**src/rtl/chan_pack_pkg.sv**
```systemverilog
package chan_pack_pkg;

   localparam int BYTE_W = 8;
   localparam int MAX_CH = 64;

   // Index of the lowest set bit, 0 when none is set.
   function automatic int unsigned first_one(input logic [MAX_CH-1:0] v);
      int unsigned r;
      r = 0;
      for (int i = MAX_CH - 1; i >= 0; i--) begin
         if (v[i]) r = i;
      end
      return r;
   endfunction

endpackage

```
**src/rtl/slice_capture.sv**
```systemverilog
module slice_capture #(
   parameter int NUM_CH  = 16,
   parameter int SAMPLES = 16
) (
   input  logic                            clk,
   input  logic                            rst_n,
   input  logic                            sample_en,
   input  logic [NUM_CH-1:0]               sample_in,
   input  logic [NUM_CH-1:0]               chan_mask,
   output logic                            grp_done,
   output logic [NUM_CH-1:0][SAMPLES-1:0]  grp_words,
   output logic [NUM_CH-1:0]               grp_mask
);

   localparam int CNT_W = $clog2(SAMPLES);

   logic [CNT_W-1:0]  cnt;
   logic [NUM_CH-1:0] cur_mask;
   logic              at_last;
   logic              at_first;

   assign at_last  = (cnt == CNT_W'(SAMPLES - 1));
   assign at_first = (cnt == '0);
   assign grp_done = sample_en && at_last;
   assign grp_mask = cur_mask;

   always_ff @(posedge clk or negedge rst_n) begin
      if (!rst_n) begin
         cnt      <= '0;
         cur_mask <= '0;
      end else if (sample_en) begin
         cnt <= at_last ? '0 : cnt + 1'b1;
         if (at_first) cur_mask <= chan_mask;
      end
   end

   // One shift register per channel; newest sample enters at the top so
   // the earliest sample of the group ends up in bit 0.
   for (genvar c = 0; c < NUM_CH; c++) begin : g_lane
      logic [SAMPLES-1:0] shreg;
      logic [SAMPLES-1:0] shnext;

      assign shnext       = {sample_in[c], shreg[SAMPLES-1:1]};
      assign grp_words[c] = shnext;

      always_ff @(posedge clk or negedge rst_n) begin
         if (!rst_n)         shreg <= '0;
         else if (sample_en) shreg <= shnext;
      end
   end

   // the sample counter restarts after the last sample of a group
   assert_count_wrap_R2: assert property (@(posedge clk) disable iff (!rst_n)
      (sample_en && at_last) |=> (cnt == '0));

   // the latched group mask cannot move once a group has begun
   assert_mask_hold_R8: assert property (@(posedge clk) disable iff (!rst_n)
      (cnt != '0) |=> $stable(cur_mask));

endmodule

```
**src/rtl/slice_drain.sv**
```systemverilog
module slice_drain
   import chan_pack_pkg::*;
#(
   parameter int NUM_CH  = 16,
   parameter int SAMPLES = 16
) (
   input  logic                            clk,
   input  logic                            rst_n,
   input  logic                            load_req,
   input  logic [NUM_CH-1:0][SAMPLES-1:0]  load_words,
   input  logic [NUM_CH-1:0]               load_mask,
   input  logic                            out_ready,
   output logic                            out_valid,
   output logic [BYTE_W-1:0]               out_data,
   output logic                            overflow
);

   localparam int BPW  = SAMPLES / BYTE_W;
   localparam int BI_W = (BPW > 1) ? $clog2(BPW) : 1;
   localparam int CH_W = (NUM_CH > 1) ? $clog2(NUM_CH) : 1;

   logic [NUM_CH-1:0][SAMPLES-1:0] hold;
   logic [NUM_CH-1:0]              pend;
   logic [NUM_CH-1:0]              pend_nxt;
   logic [CH_W-1:0]                cur;
   logic [BI_W-1:0]                bidx;
   logic [BI_W-1:0]                bidx_nxt;
   logic                           byte_last;
   logic                           fire;
   logic                           load_ok;
   logic                           load_take;
   logic                           load_drop;
   logic [SAMPLES-1:0]             word_sel;

   assign out_valid = (pend != '0);
   assign fire      = out_valid && out_ready;
   assign cur       = CH_W'(first_one(MAX_CH'(pend)));

   // Byte-index variant: a word that fits one byte needs no counter.
   if (BPW == 1) begin : g_one_byte
      assign byte_last = 1'b1;
      assign bidx_nxt  = '0;
   end else begin : g_multi_byte
      assign byte_last = (bidx == BI_W'(BPW - 1));
      assign bidx_nxt  = byte_last ? '0 : bidx + 1'b1;
   end

   always_comb begin
      pend_nxt = pend;
      if (fire && byte_last) pend_nxt[cur] = 1'b0;
   end

   assign load_ok   = load_req && (load_mask != '0);
   assign load_take = load_ok && (pend_nxt == '0);
   assign load_drop = load_ok && (pend_nxt != '0);

   always_ff @(posedge clk or negedge rst_n) begin
      if (!rst_n) begin
         pend     <= '0;
         bidx     <= '0;
         overflow <= 1'b0;
      end else begin
         if (load_take) begin
            pend <= load_mask;
            bidx <= '0;
         end else begin
            pend <= pend_nxt;
            if (fire) bidx <= bidx_nxt;
         end
         if (load_drop) overflow <= 1'b1;
      end
   end

   always_ff @(posedge clk) begin
      if (load_take) hold <= load_words;
   end

   always_comb begin
      word_sel = hold[cur];
      out_data = word_sel[bidx*BYTE_W +: BYTE_W];
   end

   // a byte that was not accepted stays presented unchanged
   assert_hold_data_R10: assert property (@(posedge clk) disable iff (!rst_n)
      (out_valid && !out_ready) |=> (out_valid && $stable(out_data)));

   // the overflow flag never clears without reset
   assert_sticky_ovf_R7: assert property (@(posedge clk) disable iff (!rst_n)
      overflow |=> overflow);

   // overflow only rises after a group completed
   assert_ovf_cause_R7: assert property (@(posedge clk) disable iff (!rst_n)
      $rose(overflow) |-> $past(load_req));

   // a zero-mask group does not start any output
   assert_zero_mask_R9: assert property (@(posedge clk) disable iff (!rst_n)
      (load_req && (load_mask == '0) && !out_valid) |=> !out_valid);

   // the stream only ends after a byte was accepted
   assert_end_by_accept_R4: assert property (@(posedge clk) disable iff (!rst_n)
      $fell(out_valid) |-> $past(out_ready));

endmodule

```
**src/rtl/chan_slice_packer.sv**
```systemverilog
module chan_slice_packer
   import chan_pack_pkg::*;
#(
   parameter int NUM_CH  = 16,
   parameter int SAMPLES = 16
) (
   input  logic               clk,
   input  logic               rst_n,
   input  logic               sample_en,
   input  logic [NUM_CH-1:0]  sample_in,
   input  logic [NUM_CH-1:0]  chan_mask,
   input  logic               out_ready,
   output logic               out_valid,
   output logic [BYTE_W-1:0]  out_data,
   output logic               overflow
);

   if ((SAMPLES % BYTE_W) != 0 || SAMPLES < BYTE_W) begin : g_bad_samples
      $error("SAMPLES must be a nonzero multiple of the byte width");
   end
   if (NUM_CH < 1 || NUM_CH > MAX_CH) begin : g_bad_channels
      $error("NUM_CH out of supported range");
   end

   logic                           grp_done;
   logic [NUM_CH-1:0][SAMPLES-1:0] grp_words;
   logic [NUM_CH-1:0]              grp_mask;

   slice_capture #(
      .NUM_CH  (NUM_CH),
      .SAMPLES (SAMPLES)
   ) u_capture (
      .clk       (clk),
      .rst_n     (rst_n),
      .sample_en (sample_en),
      .sample_in (sample_in),
      .chan_mask (chan_mask),
      .grp_done  (grp_done),
      .grp_words (grp_words),
      .grp_mask  (grp_mask)
   );

   slice_drain #(
      .NUM_CH  (NUM_CH),
      .SAMPLES (SAMPLES)
   ) u_drain (
      .clk        (clk),
      .rst_n      (rst_n),
      .load_req   (grp_done),
      .load_words (grp_words),
      .load_mask  (grp_mask),
      .out_ready  (out_ready),
      .out_valid  (out_valid),
      .out_data   (out_data),
      .overflow   (overflow)
   );

endmodule

```
**config.mk**
```make
export PLATFORM = sky130hd
export DESIGN_NAME = chan_slice_packer
export DESIGN_NICKNAME = d
export VERILOG_FILES = /design/src/rtl/chan_pack_pkg.sv /design/src/rtl/slice_capture.sv /design/src/rtl/slice_drain.sv /design/src/rtl/chan_slice_packer.sv
export SDC_FILE = /design/constraint.sdc
export NUM_CORES = 1
export LEC_CHECK = 0
export BUFFER_PORTS_ARGS = -buffer_cell sky130_fd_sc_hd__buf_2
export CORE_MARGIN = 5
export CORE_UTILIZATION = 40
export DETAILED_ROUTE_END_ITERATION = 8
export PLACE_DENSITY = 0.66
export SYNTH_ARGS = -nofsm -noshare
export SYNTH_HDL_FRONTEND = slang
export SYNTH_SLANG_ARGS = --single-unit
```
**constraint.sdc**
```tcl
create_clock -name clk -period 12.9 [get_ports clk]
set_clock_uncertainty 0.2 [all_clocks]
set_input_delay 0.645 -clock clk [delete_from_list [all_inputs] [get_ports clk]]
set_output_delay 0.645 -clock clk [all_outputs]
set_load 0.05 [all_outputs]
```
# Yosys cells after proc, flatten, opt, wreduce, memory -nomap -nowiden
# Index checks and enable logic that the tools add are counted.
# op_classes
add_sub_neg,2
order_cmp,2
n_eq_ne,1
shift,1
n_mux,26
n_bitwise,2
n_reduce_logical,14
# op_table
cell,count
$mux W4,17
$bmux W16 S4,1
$mux W16,3
$reduce_bool A16 Y1,3
$and A16 B16 Y16,1
$logic_not A16 Y1,1
$not A16 Y16,1
$shiftx A16 B5 Y8,1
$logic_and A1 B1 Y1,7
$lt A4 B5 Y1 const B,1
$add A4 B1 Y4 const B,1
$demux W1 S4,1
$eq A4 B4 Y1 const B,1
$ge A4 B1 Y1 const B,1
$logic_not A4 Y1,1
$mux W1,4
$reduce_and A2 Y1,1
$reduce_bool A2 Y1,1
$add A1 B1 Y1 const B,1
# word_totals
reg_bits,550
output_inout_bits,10
elab_cells,85

# Depth between registers and ports, before layout
# Gate-level depths: netlist of the first run.
# depth
word_depth,26
mapped_depth,12
depth_no_buf,8

# Modules after synthesis
# Synthesis of the first run repeated with hierarchy kept, for this count alone.
# hier_totals
hier_cells,1370
hier_area_um2,21070.2
# by_module_without_submodules
module,instances,cells_each,area_each_um2,seq_area_each_um2
slice_drain,1,791,11297.1,8137.8
slice_capture,1,579,9773.1,6506.2

# Least setup slack after synthesis of the first run
# OpenSTA, ideal clock, no wires.
# synth_timing
path_type,reg2reg
from,reg u_drain.pend[1]
to,reg u_drain.hold[0] (netlist name) (enable)
setup_ps,416
arrival_ps,4809
t_required_ps,12284
setup_slack_ps,7475
path_stages_with_launch,11
n_path_buf,4
cell_sequence,dfrtp_1 buf_6 or4_1 clkbuf_1 or4_1 buf_2 o41a_1 or4_1 or4_4 nor4_4 buf_6
# synth_between
elab_chain_cells,11
word_cells_on_any_way,15
cone_classes,order compare (2); mux (5); bitwise (2); reduce/logical (6)
# synth_rtl
element,line_no,text
start: declaration,slice_drain.sv:23,logic [NUM_CH-1:0] pend;
start signal: assignment,slice_drain.sv:64,pend <= load_mask;
start signal: assignment,slice_drain.sv:67,pend <= pend_nxt;
$mux W4 (2 in a row),chan_pack_pkg.sv:11,if (v[i]) r = i;
$lt A4 B5 Y1 (implied by the code) / $ge A4 B1 Y1 (equally long branches),slice_drain.sv:50,if (fire && byte_last) pend_nxt[cur] = 1'b0;
$logic_and A1 B1 Y1 (implied by the code),slice_drain.sv:50,
$mux W1 (implied by the code),slice_drain.sv:50,
$demux W1 S4,--,
$not A16 Y16 (no source line),--,
$and A16 B16 Y16 (no source line),--,
$mux W16 *,slice_drain.sv:50,
$logic_not A16 Y1 *,slice_drain.sv:54,assign load_take = load_ok && (pend_nxt == '0);
$logic_and A1 B1 Y1 *,slice_drain.sv:54,
via u_drain.load_take,slice_drain.sv:31,logic load_take;
end signal: assignment,slice_drain.sv:75,if (load_take) hold <= load_words;
end: declaration,slice_drain.sv:22,logic [NUM_CH-1:0][SAMPLES-1:0] hold;
# The timed path passes the listed nets; every way through them passes the cells marked *.
# A chain may end at the register's enable or synchronous reset.

# Worst setup path after layout of the first run
# layout_timing
from,reg u_drain.pend[2]
to,reg u_drain.hold[101] (netlist name) (enable)
# layout_between
elab_chain_cells,12
word_cells_on_any_way,16
cone_classes,order compare (2); mux (6); bitwise (2); reduce/logical (6)
# layout_rtl
element,line_no
$mux W4 (3 in a row),chan_pack_pkg.sv:11
$lt A4 B5 Y1 (implied by the code) / $ge A4 B1 Y1 (equally long branches),slice_drain.sv:50
$logic_and A1 B1 Y1 (implied by the code),slice_drain.sv:50
$mux W1 (implied by the code),slice_drain.sv:50
$demux W1 S4,--
$not A16 Y16 (no source line),--
$and A16 B16 Y16 (no source line),--
$mux W16 *,slice_drain.sv:50
$logic_not A16 Y1 *,slice_drain.sv:54
$logic_and A1 B1 Y1 *,slice_drain.sv:54
# Mark *: on every way between the ends. The rest lies on a longest branch, timed or not.

==> results of run 1 <==
[state kept, by name, indices dropped and copies added, names as in the netlist]
signal and cells:
u_capture.cnt 4, u_capture.g_lane.shreg 240, u_capture.grp_mask 16, u_drain.bidx 1, u_drain.hold 256, u_drain.overflow 1, u_drain.pend 16
[what timing repair did]
item                                    in CTS  in global routing
hold buffers                                 5                  0
endpoints found under the hold margin       97                  0
gates resized for setup                      0                  0
endpoints found under the setup margin       0                  0
[worst max-delay path, cell delays in order (launching register included)]
cell	delay, ps
dfrtp_1	500
or4_1	650
or4_1	510
buf_4	240
o41a_1	440
or4_1	430
or4_4	570
nor4_4	390
buf_4	850
buf_12	730
[worst min path at each step]
stage,start,slack [ps],to,cells after the start
final,sample_in[7],30,u_drain.hold[127],1
after global routing,sample_in[12],20,u_drain.hold[207],1
after CTS,sample_in[2],2,u_drain.hold[47],1
after detailed placement,u_capture.g_lane[5].shreg[1],230,u_drain.hold[80],0
after global placement,u_capture.g_lane[7].shreg[1],230,u_drain.hold[112],0
after floorplan,rst_n,150,u_capture.cnt[0],0
[routing by layer]
layer  global-route usage, %  vias to the layer above  wire [µm]
met5                       0                        -          0
met4                    4.73                        0       1150
met3                    3.28                       80       3200
met2                    25.3                      391      21100
met1                    23.0                     5711      19800
li1                        -                     4884          -
[metrics by stage]
stage / worst slack [ps] / cell area (µm²) / cells / util [%]
5_1_grt: 6490 / 23200 / 1995 / 46.2
2_1_floorplan: 7480 / 20300 / 1211 / -
3_5_place_dp: 6840 / 21400 / 1890 / 42.6
4_1_cts: 6840 / 23200 / 1995 / 46.2
3_3_place_gp: 6930 / 21400 / 1890 / 42.6
6_report: 6730 / 23200 / 1995 / 46.2
[layout make-up]
cell class / instances / area, µm²
clock buffer: 73 / 1470
clock inverter: 27 / 284
fill: 4306 / 27000
inverter: 7 / 26.3
multi-input combinational: 608 / 5410
sequential: 534 / 14600
tap: 672 / 841
timing repair buffer: 74 / 488
[cells by family after synthesis]
kind of cell / synth area share [%]
XOR/XNOR: 0.0863
flip-flops: 72.2
buffers and inverters: 1.36
AND/OR/NAND/NOR: 2.97
adder cells (fa/ha/maj): 0.173
multiplexers: 15.3
AO/OA/AOI/OAI: 7.97
[cell usage in the layout, fill, tap and decap left out, types with 8 or more instances in the layout]
master,synthesis,routed
a222oi_1,19,19
a21o_1,10,10
a22oi_1,39,39
nand2_1,34,34
dfrtp_1,278,278
o21ai_0,14,14
buf_2,1,43
a21oi_1,20,18
mux2_2,270,270
a22o_1,19,19
nor3_1,10,9
nor2_1,22,22
clkbuf_1,57,13
edfxtp_1,256,256
clkbuf_16,0,53
a221o_1,9,9
nor4_1,11,11
clkinv_2,0,11
o22ai_1,9,9
a32oi_1,8,8
buf_4,0,23
nand3_1,18,18
==> impl_results.md, run 1 <==
- Clock sink total: 534
- Top cells by count, synth: 278 x dfrtp_1, 270 x mux2_2, 256 x edfxtp_1
- RSZ-0062 raised after global routing: false
- Yosys top cell area share: 37.9%
- Fin nets: 1,316
- Setup tns final: 0 ps
- CP Max Fanout: 191
- Count leader, synth: dfrtp_1
- Final Hold Viols: 0
- Clk_lat worst skew: 610 ps
- Clock period minus worst slack: 6170 ps
- Req. time, crit path: 12,900 ps
- Outcome: finished, final reports clean
- Htree depth: 2
- Die width: 235 µm
- Reg-to-reg slack, setup: 6730 ps
- Syn Std Cell Area: 0.0203 mm²
- Port Buffer Count: 45
- Max-cap violation count: 0
- Worst Max-Slew Pin Slew: 1100 ps
- Die height: 235 µm
- First-pass iteration count of the detailed router: 8
- Layout cells sized above 1: 32.6%
- Mean Syn Cell Area: 16.8 µm²
- Critical Path End: u_drain.hold[101]
- Crit Path Category: reg -> reg
- Yosys top cell by area: edfxtp_1
- Synth warn: 0
- DRC errors left: 0
- Initial Utilization: 40.4%
- Seq cells post-synth: 534
- Slew HR: 24.6%
- Synth-to-layout area growth: 14.1%
- First-pass GRT wire length: 70,200 µm
- Num CTS Buffers: 53
- Final cycle utilization of the critical path: 47.8%
- Top Ports: 46
- Max Buffers Root-to-Sink: 3
- GPL Wtd Cong: 0.855
- Vias per inst: 5.55
- Drt total wl: 45,300 µm
- Diode count: 0
- Post-synth ARST share: 52.1%
- Mapped Nets: 1,249
- Vias in the first global route: 11,300
- Die area: 0.0553 mm²
- Clk pin slew, worst setup/hold paths: 60 ps
- Arrival time worst endpoint: 6170 ps
- Final setup fails: 0
- Synth area leaders: edfxtp_1 38%, dfrtp_1 34%, mux2_2 15%
- Distinct cells, synth: 62
- Pin count of the biggest net entering global routing: 192
- Global route total overflow: 0
- Reg2reg start: u_drain.pend[2]
- CTS tree: done
- FP Rows: 82
- CP Launch Type: flop
- Reg-to-reg endpoint: u_drain.hold[101]
- Seq/Total Area, Yosys: 72.2%
- Worst setup path startpoint: u_drain.pend[2]
- Post-route ant nets: 0
- CTS root buf: clkbuf_16
- Synth Flop Type: dfrtp_1
- Initial DRC Count: 1,060
- Placeable Area: 0.0502 mm²
- HP Class: in -> reg
- Fmax: 0.162 GHz
- Number of synthesized flops with an enable pin: 256
- Final slew viol count: 0
- Vias: 11,100
- Syn Inst Count: 1,211
- GRT Resource Usage Total: 16.1%
- Setup bufs post-CTS: 0
- R2R cell count: 9
- Crit. End Element: flop
- Avg WL per Cell: 22.7 µm
- Antenna violations before repair: 0
- Hold Slack: 30.9 ps
- HPWL Detailed: 28,800 µm
Power of run 1 is left out: the tool's default activity adds up to more than one toggle a clock period on the data nets, which glitch-free logic cannot reach.
==> run 2, diff against run 1 <==
Settings changed: ABC_AREA from default to 1.
Clock period 12.9 ns to 6.43 ns, I/O delays scaled along.
==> run 2 against run 1 <==
- via count up 37%
- highest routed layer unchanged
- final area rose by 6.1%
- final cell count increased by 44%
- critical endpoint is now out_data[3]
==> impl_results.md, run 2 <==
- Pin count of the biggest net entering global routing: 202 (+5.2%)
- Worst path slowest cell: nand2_4
- CTS root buf: clkbuf_16
- Vias in the first global route: 14,900 (+32%)
- Final slew viol count: 0 (unchanged)
- Crit Path Category: reg -> out
- Avg WL per Cell: 18.4 µm (-19%)
- Post-route ant nets: 0 (unchanged)
- Top Registers: u_drain.hold (256), u_capture.g_lane.shreg (240)
- Dpl ws: 1080 ps (-5760 ps)
- Reg2reg start: u_drain.pend[14]
- Final cycle utilization of the critical path: 86.1%
- Seq/Total Area, Yosys: 67.3% (-4.9 points)
- Clk_lat worst skew: 600 ps (about the same)
- Worst Max-Slew Pin Slew: 1300 ps (+194 ps)
- Placeable Area: 0.0538 mm² (+7.3%)
- Initial Utilization: 40.4% (about the same)
- First-pass iteration count of the detailed router: 8 (unchanged)
- Worst setup path startpoint: u_drain.pend[14]
- Final setup fails: 0 (unchanged)
- Global route total overflow: 0 (unchanged)
- DRC errors left: 0 (unchanged)
- Port Buffer Count: 45 (unchanged)
- Post-synth ARST share: 52.1% (unchanged)
- Reg-to-reg slack, setup: 1210 ps (-5520 ps)
- Crit. End Element: output port
- Synth warn: 0 (unchanged)
- Arrival time worst endpoint: 5010 ps (-1160 ps)
- Mapped Nets: 2,144 (+72%)
- Max-cap violation count: 0 (unchanged)
- Die height: 243 µm (+3.4%)
- Largest register by flop count: u_drain.hold
- Clock sink total: 534 (unchanged)
- Most common cell after layout, fill and taps aside: nand2_1
- Layout cells sized above 1: 9.58% (-23 points)
- Antenna violations before repair: 0 (unchanged)
- Fin area: 0.0246 mm² (+6.1%)
- FP Rows: 85 (+3.7%)
- HP Class: in -> async
- Cell mode on critical path: nand2_1
- Setup tns final: 0 ps (unchanged)
- Num CTS Buffers: 53 (unchanged)
- Synth-to-layout area growth: 12.9%
- Fin nets: 2,167 (+65%)
- Top Ports: 46 (unchanged)
- RSZ-0062 raised after global routing: false
- Htree depth: 2 (unchanged)
- Die area: 0.0592 mm² (+6.9%)
- Syn Std Cell Area: 0.0218 mm² (+7.2%)
- Synth Flop Type: dfrtp_1
- CTS tree: done
- Diode count: 0 (unchanged)
- Clock period minus worst slack: 5530 ps
- GRT Resource Usage Total: 17.7% (+1.6 points)
- Count leader, synth: nand2_1
- CP peak stage delay: 680 ps (-170 ps)
- Top cells by count, synth: 890 x nand2_1, 278 x dfrtp_1, 256 x edfxtp_1
- Final Hold Viols: 0 (unchanged)
- GPL Wtd Cong: 0.931 (+8.8%)
- Max FFs per register: 256 (unchanged)
- HPWL Detailed: 29,900 µm (+3.9%)
- Placed Area: 0.0225 mm² (+5.2%)
- CP Max Fanout: 65 (-66%)
- Syn Inst Count: 2,106 (+74%)
- Vias per inst: 5.29 (-4.6%)
- Fin worst setup slack: 896 ps (-5840 ps)
- Slew HR: 13.6% (-11 points)
- Yosys top cell by area: edfxtp_1
- Initial DRC Count: 1,521 (+43%)
- Core Util, Final: 45.6% (-0.51 points)
- Distinct cells, synth: 36 (-42%)
- CP Launch Type: flop
- Max Buffers Root-to-Sink: 3 (unchanged)
- Clk pin slew, worst setup/hold paths: 60 ps (about the same)
- Drt total wl: 52,900 µm (+17%)
- Number of synthesized flops with an enable pin: 256 (unchanged)
- Seq cells post-synth: 534 (unchanged)
- Mean Syn Cell Area: 10.3 µm² (-38%)
- Yosys top cell area share: 35.3% (-2.5 points)
- Fmax: 0.181 GHz
- Synth area leaders: edfxtp_1 35%, dfrtp_1 32%, nand2_1 15%
- Vias: 15,200 (+37%)
- First-pass GRT wire length: 85,100 µm (+21%)
- Most frequent cells in the layout: 890 x nand2_1, 278 x dfrtp_1, 256 x edfxtp_1
- Die width: 243 µm (+3.4%)
- Outcome: finished, final reports clean
- Req. time, crit path: 5910 ps (-6990 ps)
[run 2: cell types whose count changed in the layout (fill, tap and decap cells not counted), moves of 19 or more]
cell	previous run	this run
mux2_2	270	16
a22o_1	19	0
inv_1	7	64
nand2_1	34	890
nand3_1	18	189
nand4_1	5	134
a22oi_1	39	0
a222oi_1	19	0
dlygate4sd3_1	5	34
nand3b_1	0	32
[run 2: metal layers]
metal	GRT usage, %	wire, µm
met1	26.0	23400
met3	3.53	4090
met5	0	0
met2	26.9	24100
met4	5.47	1270
[run 2: worst paths after layout]
check,cells past startpoint,to
min in group clk,3,u_capture.cnt[1]
hold reg to reg,0,u_drain.hold[48]
setup / recovery,25,out_data[3]
setup reg to reg,23,u_drain.hold[34]
max in group asynchronous,3,u_capture.g_lane[14].shreg[15]
hold / removal,2,u_capture.grp_mask[9]
[run 2: through the flow]
step / cells / hold slack [ps]
floorplan: 2106 / -174
global placement: 2736 / 222
detailed placement: 2736 / 228
CTS: 2868 / 206
global route: 2868 / 237
finish: 2868 / 141
[run 2: critical path, delay by kind of cell (launching register included)]
| family | cells | cell delay, ps |
|---|---|---|
| flip-flops | 1 | 410 |
| buffers and inverters | 3 | 830 |
| AND/OR/NAND/NOR | 22 | 3140 |
[run 2: cells by family (layout without fill, tap and decap cells)]
| group | Yosys count | count (layout) | share of synthesized area, % |
|---|---|---|---|
| flip-flops | 534 | 534 | 67.3 |
| adder cells (fa/ha/maj) | 2 | 2 | 0.115 |
| AO/OA/AOI/OAI | 35 | 35 | 0.834 |
| AND/OR/NAND/NOR | 1311 | 1311 | 26.9 |
| multiplexers | 17 | 17 | 0.874 |
| buffers and inverters | 207 | 273 | 4.01 |
[run 2: what timing repair did]
item / CTS / global route
setup buffers: 0 / 0
resized for setup: 0 / 0
hold endpoints to repair: 145 / 0
hold buffers: 34 / 0
[run 2: final cells by class]
cell class | instances | area, µm²
clock buffers | 79 | 1610
flip-flops and latches | 534 | 14600
fillers | 4872 | 29200
repair buffers | 96 | 737
inverters | 79 | 309
clock inverters | 19 | 145
multi-input cells | 1365 | 6250
well taps | 696 | 871
Power of run 2 is left out for the same reason.
